===== config.mk =====
export PLATFORM = sky130hd
export DESIGN_NAME = ipi_tmr_ctrl
export DESIGN_NICKNAME = d
export VERILOG_FILES = /design/src/rtl/ipi_tmr_pkg.sv /design/src/rtl/ipi_tmr_decode.sv /design/src/rtl/ipi_tmr_pending.sv /design/src/rtl/ipi_tmr_ctrl.sv
export SDC_FILE = /design/constraint.sdc
export NUM_CORES = 1
export LEC_CHECK = 0
export ABC_CLOCK_PERIOD_IN_PS = 1800
export BUFFER_PORTS_ARGS = -buffer_cell sky130_fd_sc_hd__buf_2
export CELL_PAD_IN_SITES_DETAIL_PLACEMENT = 0
export CELL_PAD_IN_SITES_GLOBAL_PLACEMENT = 1
export CORE_MARGIN = 2
export CORE_UTILIZATION = 20
export CTS_CLUSTER_DIAMETER = 120
export CTS_CLUSTER_SIZE = 24
export DETAILED_ROUTE_END_ITERATION = 12
export GPL_TIMING_DRIVEN = 1
export PLACE_DENSITY_LB_ADDON = 0.25
export SLEW_MARGIN = 20
export SYNTH_ARGS = -nofsm -noshare
export SYNTH_HDL_FRONTEND = slang
export SYNTH_SLANG_ARGS = --single-unit

===== constraint.sdc =====
create_clock -name clk -period 1.8 [get_ports clk]
set_input_delay 0.36 -clock clk [delete_from_list [all_inputs] [get_ports clk]]
set_output_delay 0.36 -clock clk [all_outputs]
set_load 0.005 [all_outputs]

===== src/rtl/ipi_tmr_pkg.sv =====
package ipi_tmr_pkg;
  localparam int MASK_W = 4;
  localparam int DATA_W = 64;

  typedef enum logic [1:0] {
    SEL_CTRL = 2'd0,
    SEL_IPI  = 2'd1,
    SEL_TMR  = 2'd2,
    SEL_POST = 2'd3
  } reg_sel_e;

  typedef struct packed {
    logic [MASK_W-1:0] ipi_set;
    logic [MASK_W-1:0] ipi_clr;
    logic [MASK_W-1:0] tmr_clr;
    logic              err;
  } op_t;

  function automatic logic [MASK_W-1:0] present_mask(input int n);
    logic [MASK_W-1:0] m;
    for (int i = 0; i < MASK_W; i++) m[i] = (i < n);
    return m;
  endfunction

  // post first, then clear
  function automatic logic ipi_next(input logic cur, input logic set, input logic clr);
    return (cur | set) & ~clr;
  endfunction

  // tick wins over clear
  function automatic logic tmr_next(input logic cur, input logic clr, input logic tk);
    return (cur & ~clr) | tk;
  endfunction

  function automatic logic [DATA_W-1:0] ctrl_word(input logic [MASK_W-1:0] ipi,
                                                 input logic [MASK_W-1:0] tmr,
                                                 input logic [1:0] id);
    logic [DATA_W-1:0] w;
    w = '0;
    w[11:8] = ipi;
    w[7:4]  = tmr;
    w[1:0]  = id;
    return w;
  endfunction
endpackage


===== src/rtl/ipi_tmr_decode.sv =====
module ipi_tmr_decode
  import ipi_tmr_pkg::*;
#(
  parameter int NUM_CPU = 4
) (
  input  logic              wr,
  input  logic [1:0]        sel,
  input  logic [DATA_W-1:0] wdata,
  output op_t               op
);
  localparam logic [MASK_W-1:0] PRES = present_mask(NUM_CPU);

  logic unused_hi;
  assign unused_hi = ^{wdata[63:29], wdata[27:16]};

  op_t raw;
  always_comb begin
    raw = '0;
    unique case (reg_sel_e'(sel))
      SEL_CTRL: begin
        raw.ipi_set = wdata[15:12];
        raw.ipi_clr = wdata[11:8];
        raw.tmr_clr = wdata[7:4];
        raw.err     = ~(|wdata[15:4]) & ~wdata[28];
      end
      SEL_IPI: begin
        raw.ipi_clr = wdata[3:0];
        raw.err     = ~(|wdata[3:0]);
      end
      SEL_TMR: begin
        raw.tmr_clr = wdata[3:0];
        raw.err     = ~(|wdata[3:0]);
      end
      default: begin
        raw.ipi_set = wdata[3:0];
        raw.err     = ~(|wdata[3:0]);
      end
    endcase
  end

  always_comb begin
    op = '0;
    if (wr) begin
      op.ipi_set = raw.ipi_set & PRES;
      op.ipi_clr = raw.ipi_clr & PRES;
      op.tmr_clr = raw.tmr_clr & PRES;
      op.err     = raw.err;
    end
  end
endmodule


===== src/rtl/ipi_tmr_pending.sv =====
module ipi_tmr_pending
  import ipi_tmr_pkg::*;
#(
  parameter int NUM_CPU = 4
) (
  input  logic              clk,
  input  logic              rst_n,
  input  op_t               op,
  input  logic              tick,
  output logic [MASK_W-1:0] ipi_q,
  output logic [MASK_W-1:0] tmr_q,
  output logic [MASK_W-1:0] warn_bits
);
  for (genvar i = 0; i < MASK_W; i++) begin : g_cpu
    if (i < NUM_CPU) begin : g_live
      always_ff @(posedge clk) begin
        if (!rst_n) begin
          ipi_q[i] <= 1'b0;
          tmr_q[i] <= 1'b0;
        end else begin
          ipi_q[i] <= ipi_next(ipi_q[i], op.ipi_set[i], op.ipi_clr[i]);
          tmr_q[i] <= tmr_next(tmr_q[i], op.tmr_clr[i], tick);
        end
      end
      assign warn_bits[i] = (op.ipi_set[i] & ipi_q[i]) |
                            (op.ipi_clr[i] & ~(ipi_q[i] | op.ipi_set[i]));
    end else begin : g_absent
      assign ipi_q[i]     = 1'b0;
      assign tmr_q[i]     = 1'b0;
      assign warn_bits[i] = 1'b0;
    end
  end
endmodule


===== src/rtl/ipi_tmr_ctrl.sv =====
module ipi_tmr_ctrl
  import ipi_tmr_pkg::*;
#(
  parameter int NUM_CPU = 4
) (
  input  logic              clk,
  input  logic              rst_n,
  input  logic              reg_wr,
  input  logic [1:0]        reg_sel,
  input  logic [DATA_W-1:0] reg_wdata,
  input  logic [1:0]        reg_cpu_id,
  output logic [DATA_W-1:0] reg_rdata,
  input  logic              tick,
  output logic [MASK_W-1:0] ipi_irq,
  output logic [MASK_W-1:0] tmr_irq,
  output logic              wr_err,
  output logic              wr_warn
);
  op_t               op;
  logic [MASK_W-1:0] warn_bits;

  ipi_tmr_decode #(.NUM_CPU(NUM_CPU)) u_dec (
    .wr(reg_wr), .sel(reg_sel), .wdata(reg_wdata), .op(op)
  );

  ipi_tmr_pending #(.NUM_CPU(NUM_CPU)) u_pend (
    .clk(clk), .rst_n(rst_n), .op(op), .tick(tick),
    .ipi_q(ipi_irq), .tmr_q(tmr_irq), .warn_bits(warn_bits)
  );

  always_ff @(posedge clk) begin
    if (!rst_n) begin
      wr_err  <= 1'b0;
      wr_warn <= 1'b0;
    end else begin
      wr_err  <= op.err;
      wr_warn <= |warn_bits;
    end
  end

  always_comb begin
    reg_rdata = '0;
    unique case (reg_sel_e'(reg_sel))
      SEL_CTRL: reg_rdata = ctrl_word(ipi_irq, tmr_irq, reg_cpu_id);
      SEL_IPI:  reg_rdata[3:0] = ipi_irq;
      SEL_TMR:  reg_rdata[3:0] = tmr_irq;
      default:  reg_rdata = '0;
    endcase
  end
endmodule


Yosys cells after proc, flatten, opt, wreduce, memory -nomap -nowiden
Index checks and enable logic that the tools add are counted.
Widths: inputs -> output; s select.
{"block": "word_totals", "register_bits": 10, "in_bits": 72, "output_inout_bits": 74, "word_cells": 69}
{"block": "classes", "n_eq_ne": 2, "muxes": 7, "bitwise_logic": 44, "n_reduce_logical": 6}
{"op": "$pmux 4 s2", "count": 3}
{"op": "$and 1x1->1", "count": 17}
{"op": "$not 1->1", "count": 15}
{"op": "$mux 13", "count": 1}
{"op": "$or 1x1->1", "count": 12}
{"op": "$pmux 4 s3", "count": 1}
{"op": "$reduce_or 12->1", "count": 1}
{"op": "$mux 8", "count": 1}
{"op": "$reduce_or 4->1", "count": 2}
{"op": "$eq 2x1->1 const B", "count": 1}
{"op": "$eq 2x2->1 const B", "count": 1}
{"op": "$logic_not 2->1", "count": 1}
{"op": "$reduce_and 2->1", "count": 1}
{"op": "$reduce_or 2->1", "count": 1}
{"op": "$mux 1", "count": 1}

Logic depth before layout (Yosys ltp)
Gate-level depths: netlist of the first run.
{"block": "logic_depth", "word_depth": 10, "mapped_depth": 5, "depth_no_buf": 4}

Cells and area by module
Synthesis of the first run repeated with hierarchy kept, for this count alone.
{"block": "hier_totals", "hier_cells": 147, "area_unflattened_um2": 1173.6}
{"mod": "ipi_tmr_ctrl", "n_inst": 1, "cells_per_inst": 74, "area_per_inst_um2": 576.8, "seq_area_each_um2": 40.0}
{"mod": "ipi_tmr_pending", "n_inst": 1, "cells_per_inst": 32, "area_per_inst_um2": 335.3, "seq_area_each_um2": 160.2}
{"mod": "ipi_tmr_decode", "n_inst": 1, "cells_per_inst": 41, "area_per_inst_um2": 261.5, "seq_area_each_um2": 0.0}

Worst setup path after synthesis of the first run
No wires, ideal clock.
{"block": "synth_path", "kind": "input to output", "from": "input port reg_sel[1]", "to": "output port reg_rdata[10]", "arrival_time_ps": 991, "required_ps": 1440, "slack_ps": 449, "path_stages": 3, "path_buffers": 1, "path_cell_list": "nor2_1 > clkbuf_1 > and2_1"}
{"block": "synth_between", "elab_chain_cells": 2}
{"element": "start, declared", "line_no": "ipi_tmr_ctrl.sv:9", "source": "input logic [1:0] reg_sel,"}
{"element": "$logic_not 2->1", "line_no": "ipi_tmr_ctrl.sv:43", "source": "unique case (reg_sel_e'(reg_sel))"}
{"element": "$mux 8", "line_no": "ipi_tmr_ctrl.sv:43"}
{"element": "end, declared", "line_no": "ipi_tmr_ctrl.sv:12", "source": "output logic [DATA_W-1:0] reg_rdata,"}
No other way between the ends.

Worst setup path after layout of the first run
{"block": "layout_path", "from": "input port reg_sel[1]", "to": "output port reg_rdata[0]"}
{"block": "layout_between", "elab_chain_cells": 2, "elab_cells_between_ends": 4, "cone_classes": "eq/ne: 2; mux: 1; reduce/logical: 1"}
{"element": "$eq 2x2->1 (tied with other cells)", "line_no": "ipi_tmr_ctrl.sv:43"}
{"element": "$pmux 4 s3 (*)", "line_no": "ipi_tmr_ctrl.sv:43"}
Every way passes the cells marked *; elsewhere a longest branch is shown, timed or not.

==> reports/results.txt, run 1 <==
Fraction of registers with async set/reset = 0%
Initial Utilization = 20.9%
Status = completed
Number of cells upsized or downsized after cts = 0
Leading post-synthesis cells by instance count = sky130_fd_sc_hd__buf_4 (52), sky130_fd_sc_hd__o21ai_0 (12), sky130_fd_sc_hd__and2_1 (10), sky130_fd_sc_hd__dfxtp_1 (10)
Number of optimization iterations in the first detailed-route pass = 4
Final ANT Viol Nets = 0
Mean routed wirelength per cell = 11.6 um
Vert. Die Dim = 80.2 um
Number of buffers added by the clock tree synthesis step = 3
Worst Path Class, Setup = in -> out
DPL Wire Length = 2680 um
Summed negative setup slack over all endpoints = 0 ns
Final-report hold violation count = 0
Number of antenna violations at the first check in global routing = 0
Clock Sink Count = 10
Maximum clock rate = 0.620 GHz
Gr ovfl total = 0
Maximum capacitance violations = 0
Total I/O pin count = 146
Floorplan Core Area = 5570 um2
Yosys warnings = 0
Setup violations, final = 0
H-tree Lvls = 1
Syn Std Cell Area = 1160 um2
Wire length of the first global-routing pass = 4950 um
Maximum fanout along the worst path = 12
Worst setup SP type = input port
# port buffers = 46
Clock-pin slew of the registers on the worst-case setup and hold paths = 0.05 ns
Count of inserted antenna diode cells = 0
Number of global-route vias before repair = 974
Top area cells in the synthesized netlist = sky130_fd_sc_hd__buf_4 (34%), sky130_fd_sc_hd__dfxtp_1 (17%), sky130_fd_sc_hd__mux2i_1 (7.8%)
Post-CTS Setup Bufs = 0
Synthesized netlist cell count = 153
Portion of the post-synthesis area used by sequential elements = 17.2%
Synth Register Bits = 10
Final weighted congestion in routability-driven placement = 0.807
Lkg Pwr = 0.722 nW
Largest voltage drop on the vdd net = 0.209 mV
Critical path endpoint category = primary output
Total routing usage reported by global routing = 10.0%
Nets@finish = 275
Number of library cell types mapped by synthesis = 33
Setup repair after global routing missed its margin = no
Avg Inst Size Synth = 7.60 um2
Skew final = 0.0000471 ns
Final worst-path cycle share = 89.6%
Residual DRC count = 0
Root Buffer Master = sky130_fd_sc_hd__clkbuf_8
Number of vias per cell after detailed routing = 3.82
Required time reported for the critical path endpoint = 1.44 ns
Hold slack = 0.402 ns
Maximum number of pins on one net before global-route repair = 17
Clock buffer depth = 2
Placement Rows = 27
Fraction of final layout cells sized beyond drive strength 1 = 28.2%
Skew-Pair Late Insertion Delay = 0.24 ns
Die Width = 80.2 um
Prevailing post-synth register cell = sky130_fd_sc_hd__dfxtp_1
TritonCTS clock tree = built
Area delta synth->final = 15.6%
Wire length reported by the detailed router = 3170 um
Crit path time final = 1.61 ns
First DRT Iteration DRCs = 29
Max-slew violation total from the final report = 0
Most frequently used cell type in the post-synthesis netlist = sky130_fd_sc_hd__buf_4
Fillers = 663
Number of vias in the routed layout = 1048
Data arrival time of the critical path = 1.25 ns
Share of the synthesized area in the top cell type = 33.6%
Area of the die = 6440 um2
Count of flip-flops with a built-in enable after synthesis = 0
Post-CTS Hold Fix Bufs = 0
Total power per unit cell area = 549 nW/um2
Kind of path behind the tightest hold check = in -> reg
Yosys top cell by area = sky130_fd_sc_hd__buf_4
-- layout make-up --
class / count / area (um2) / area share (%)
multi-input cells: 134 / 723 / 53.8
flip-flops and latches: 10 / 200 / 14.9
inverters: 4 / 15.0 / 1.12
clock buffers: 4 / 55.1 / 4.10
well taps: 72 / 90.1 / 6.70
repair buffers: 50 / 260 / 19.4
-- report_power, final --
| group | switching [mW] | internal, mW |
|---|---|---|
| sequential | 0.0151 | 0.236 |
| combinational | 0.117 | 0.0832 |
| clock | 0.0932 | 0.193 |
| total | 0.225 | 0.512 |
-- kinds of logic after synthesis --
logic type,after synthesis,synth area share (%)
other,1,0.323
buffers and inverters,60,37.0
AND/OR/NAND/NOR,41,19.1
flip-flops,10,17.2
multiplexers,9,7.75
AO/OA/AOI/OAI,32,18.6
-- state kept, by name (all words and copies together), names as in the netlist --
name and count:
u_pend.tmr_q 4, wr_err 1, wr_warn 1, u_pend.ipi_q 4
-- critical path: stages --
cell                      delay (ns)
sky130_fd_sc_hd__buf_2          0.21
sky130_fd_sc_hd__inv_1          0.09
sky130_fd_sc_hd__nor2_1         0.28
sky130_fd_sc_hd__nand2_1        0.08
sky130_fd_sc_hd__o21ai_0        0.09
sky130_fd_sc_hd__buf_2          0.15
-- layer usage --
| metal | track usage (%) | vias to the layer above | share of wire, % |
|---|---|---|---|
| li1 | - | 527 | - |
| met5 | 0 | - | 0 |
| met2 | 15.8 | 59 | 44 |
| met4 | 2.54 | 0 | 0.57 |
| met3 | 3.03 | 2 | 11 |
| met1 | 13.3 | 460 | 44 |
-- final timing paths --
check,depth (start not counted),slack [ns],endpoint,startpoint
min,3,0.40,u_pend.ipi_q[3],rst_n
max,6,0.19,reg_rdata[0],reg_sel[1]
max reg2reg,4,0.52,wr_warn,u_pend.ipi_q[3]
min reg2reg,2,0.50,u_pend.tmr_q[3],u_pend.tmr_q[3]
-- placed cells by master, fill, tap and decap left out, types with 3 or more instances in the layout --
cell type,n
sky130_fd_sc_hd__mux2i_1,9
sky130_fd_sc_hd__buf_2,46
sky130_fd_sc_hd__dfxtp_1,10
sky130_fd_sc_hd__nor2_1,9
sky130_fd_sc_hd__clkbuf_8,4
sky130_fd_sc_hd__nand2_1,6
sky130_fd_sc_hd__nor4_1,3
sky130_fd_sc_hd__and2_1,10
sky130_fd_sc_hd__nand2b_1,3
sky130_fd_sc_hd__inv_1,4
sky130_fd_sc_hd__o21ai_0,12
sky130_fd_sc_hd__a21oi_1,6
sky130_fd_sc_hd__conb_1,52
sky130_fd_sc_hd__buf_4,4
-- through the flow --
stage	utilization [%]	worst slack (ns)	instance area [um2]	power (mW)	std cells
after floorplan	-	0.449	1350	0.447	204
after global placement	23.1	0.106	1290	0.458	270
after detailed placement	23.1	0.112	1290	0.457	270
after CTS	24.1	0.154	1340	0.750	274
after global routing	24.1	0.0153	1340	0.793	274
final	24.1	0.188	1340	0.737	274
(Power assumes the default switching activity.)
==> inputs of run 2 (changes only) <==
--- a/config.mk
+++ b/config.mk
@@ -19,4 +19,5 @@
 export SLEW_MARGIN = 20
 export SYNTH_ARGS = -nofsm -noshare
 export SYNTH_HDL_FRONTEND = slang
+export SYNTH_HIERARCHICAL = 1
 export SYNTH_SLANG_ARGS = --single-unit
==> run 2 against run 1 <==
  * Worst hold slack got worse by 0.0035 ns
  * First-iteration DRC count down 38%
  * Largest cell class unchanged
  * Critical path depth unchanged
  * Largest power group is now sequential cells
  * Cell count up 0.73%
  * Sequential power about the same
  * Via count decreased by 2.8%
==> reports/results.txt, run 2 <==
Nets@finish = 278
Post-placement setup slack = -0.0404 ns
# port buffers = 46
Prevailing post-synth register cell = sky130_fd_sc_hd__dfxtp_1
Root Buffer Master = sky130_fd_sc_hd__clkbuf_8
Worst Path Class, Setup = in -> out
Post-route total power = 685 uW
Clock Sink Count = 10
Hold path cells = 2
Cell area after placement = 1360 um2
Skew-Pair Late Insertion Delay = 0.23 ns
Count of cells along the worst register-to-register path = 3
Number of buffer and inverter instances along the worst setup path = 4
Worst setup SP type = input port
Final worst-path cycle share = 94.8%
Maximum fanout along the worst path = 12
Post-CTS Setup Bufs = 0
Capture endpoint of the worst hold path = u_pend/tmr_q[0]
Leading post-synthesis cells by instance count = sky130_fd_sc_hd__buf_4 (54), sky130_fd_sc_hd__nor2_1 (14), sky130_fd_sc_hd__dfxtp_1 (10), sky130_fd_sc_hd__mux2i_1 (10), sky130_fd_sc_hd__and2_1 (9)
Registers with the highest flip-flop counts = u_pend/ipi_q (4), u_pend/tmr_q (4)
Avg Inst Size Synth = 7.98 um2
Lkg Pwr = 0.751 nW
Vert. Die Dim = 80.6 um
Largest voltage drop on the vdd net = 0.189 mV
Area of the die = 6500 um2
Kind of path behind the tightest hold check = in -> reg
DPL Wire Length = 2620 um
Register-to-register setup slack = 0.57 ns
Number of library cell types mapped by synthesis = 24
Final weighted congestion in routability-driven placement = 0.694
Top area cells in the synthesized netlist = sky130_fd_sc_hd__buf_4 (35%), sky130_fd_sc_hd__dfxtp_1 (17%), sky130_fd_sc_hd__mux2i_1 (8.5%)
Crit-path leading delay family = buffers and inverters
Commonest cells after routing, fill and taps aside = sky130_fd_sc_hd__conb_1 (52), sky130_fd_sc_hd__buf_2 (46), sky130_fd_sc_hd__nor2_1 (13), sky130_fd_sc_hd__buf_4 (11)
Synth Register Bits = 10
Count of flip-flops with a built-in enable after synthesis = 0
Clock buffer depth = 2
Count of inserted antenna diode cells = 0
Post-CTS Hold Fix Bufs = 0
Number of vias per cell after detailed routing = 3.69
Maximum capacitance violations = 0
Required time reported for the critical path endpoint = 1.44 ns
Most common cell after layout, fill and taps aside = sky130_fd_sc_hd__conb_1
Residual DRC count = 0
Yosys warnings = 6
Number of vias in the routed layout = 1019
Mean routed wirelength per cell = 10.8 um
CP max stage delay = 0.23 ns
Yosys top cell by area = sky130_fd_sc_hd__buf_4
Most frequently used cell type in the post-synthesis netlist = sky130_fd_sc_hd__buf_4
Placement Rows = 27
Area delta synth->final = 19.8%
Worst Setup Slack, final = 0.0929 ns
Clock-pin slew of the registers on the worst-case setup and hold paths = 0.04 ns
Status = completed
Finished Cell Area = 1410 um2
Number of buffers added by the clock tree synthesis step = 3
Floorplan Core Area = 5570 um2
Number of global-route vias before repair = 998
Max-slew violation total from the final report = 0
Maximum number of pins on one net before global-route repair = 13
Gr ovfl total = 0
Maximum clock rate = 0.586 GHz
Total area of sequential cells = 200 um2
Total routing usage reported by global routing = 9.17%
Number of antenna violations at the first check in global routing = 0
Data arrival time of the critical path = 1.35 ns
Critical hold path startpoint = tick
Share of the synthesized area in the top cell type = 34.5%
Synthesized netlist cell count = 147
TritonCTS clock tree = built
Portion of the post-synthesis area used by sequential elements = 17.1%
Wire length of the first global-routing pass = 4570 um
H-tree Lvls = 1
Critical path endpoint category = primary output
Number of optimization iterations in the first detailed-route pass = 4
Syn Std Cell Area = 1170 um2
Fillers = 658
Critical path, cell by cell = buf_2 -> buf_4 -> buf_4 -> and2b_1 -> a22o_1 -> buf_2
Setup repair after global routing missed its margin = no
Fraction of registers with async set/reset = 0%
First DRT Iteration DRCs = 18
Total I/O pin count = 146
Skew final = 0.000414 ns
Fraction of final layout cells sized beyond drive strength 1 = 34.8%
Setup violations, final = 0
Multi-input gate area = 762 um2
RR Endpoint = wr_warn
CP max stage cell = sky130_fd_sc_hd__a22o_1
Initial Utilization = 21.1%
Final ANT Viol Nets = 0
Wire length reported by the detailed router = 2990 um
Crit path time final = 1.71 ns
Total power per unit cell area = 487 nW/um2
Launch instance of the worst register-to-register path = u_pend/ipi_q[1]
Final-report hold violation count = 0
Die Width = 80.6 um
run 2: changes by cell type after synthesis, sizes merged, moves of 4 or more:
cell / change
a21boi: +5
a21bo: +4
nor2: +5
a21oi: -6
o21a: +4
inv: -4
o21ai: -11
run 2: worst reg2reg max path: cells and delay by family (launching register included):
| family | cells | cell delay, ns |
|---|---|---|
| AOI/OAI and AO/OA | 2 | 0.62 |
| DFF | 1 | 0.40 |
| and+or+nand+nor | 1 | 0.09 |
run 2: routing by layer:
metal / track usage (%) / vias to the layer above / wire (um)
met1: 9.68 / 461 / 1080
met5: 0 / - / 0
li1: - / 511 / -
met2: 17.6 / 43 / 1630
met4: 2.88 / 0 / 54
met3: 2.25 / 4 / 225
run 2: worst max-delay path by stage:
stage / startpoint / to / slack (ns) / cells past startpoint
after global placement: reg_sel[1] / wr_warn / -0.04 / 7
after detailed placement: reg_sel[1] / wr_warn / -0.04 / 7
after global routing: reg_sel[1] / reg_rdata[2] / 0.02 / 6
after CTS: reg_sel[1] / reg_rdata[9] / 0.07 / 7
final: reg_sel[1] / reg_rdata[2] / 0.09 / 6
after floorplan: reg_sel[1] / wr_warn / 0.23 / 6
run 2: timing repair:
| action | 4_1_cts | 5_1_grt |
|---|---|---|
| endpoints found under the hold margin | 0 | 0 |
| endpoints found under the setup margin | 0 | 6 |
| gates resized for setup | 0 | 1 |
run 2: power breakdown:
| part | switching [mW] | total [mW] | internal (mW) | leakage [nW] |
|---|---|---|---|---|
| Sequential | 0.0128 | 0.249 | 0.236 | 0.0825 |
| Combinational | 0.113 | 0.210 | 0.0978 | 0.647 |
| Clock | 0.0799 | 0.226 | 0.146 | 0.0216 |
run 2: cell type report:
class,instances,area share (%)
clock buffers,3,2.94
repair buffers,57,22.2
well taps,72,6.41
multi-input cells,134,54.2
flip-flops and latches,10,14.2
run 2: stage by stage:
step                setup TNS [ns]  hold slack (ns)  cells  util, %
floorplan                        0            0.478    198        -
global placement           -0.0400            0.623    273     24.4
detailed placement         -0.0404            0.631    273     24.4
CTS                              0            0.398    276     25.2
global route                     0            0.416    276     25.2
finish                           0            0.399    276     25.2
run 2: cells by family (layout without fill, tap and decap cells):
kind of cell,Yosys count,in the layout,synth area share (%)
AOI/OAI and AO/OA,19,19,13.5
buffers and inverters,54,60,34.5
DFF,10,10,17.1
muxes,10,10,8.53
other,1,52,0.320
and+or+nand+nor,53,53,26.0
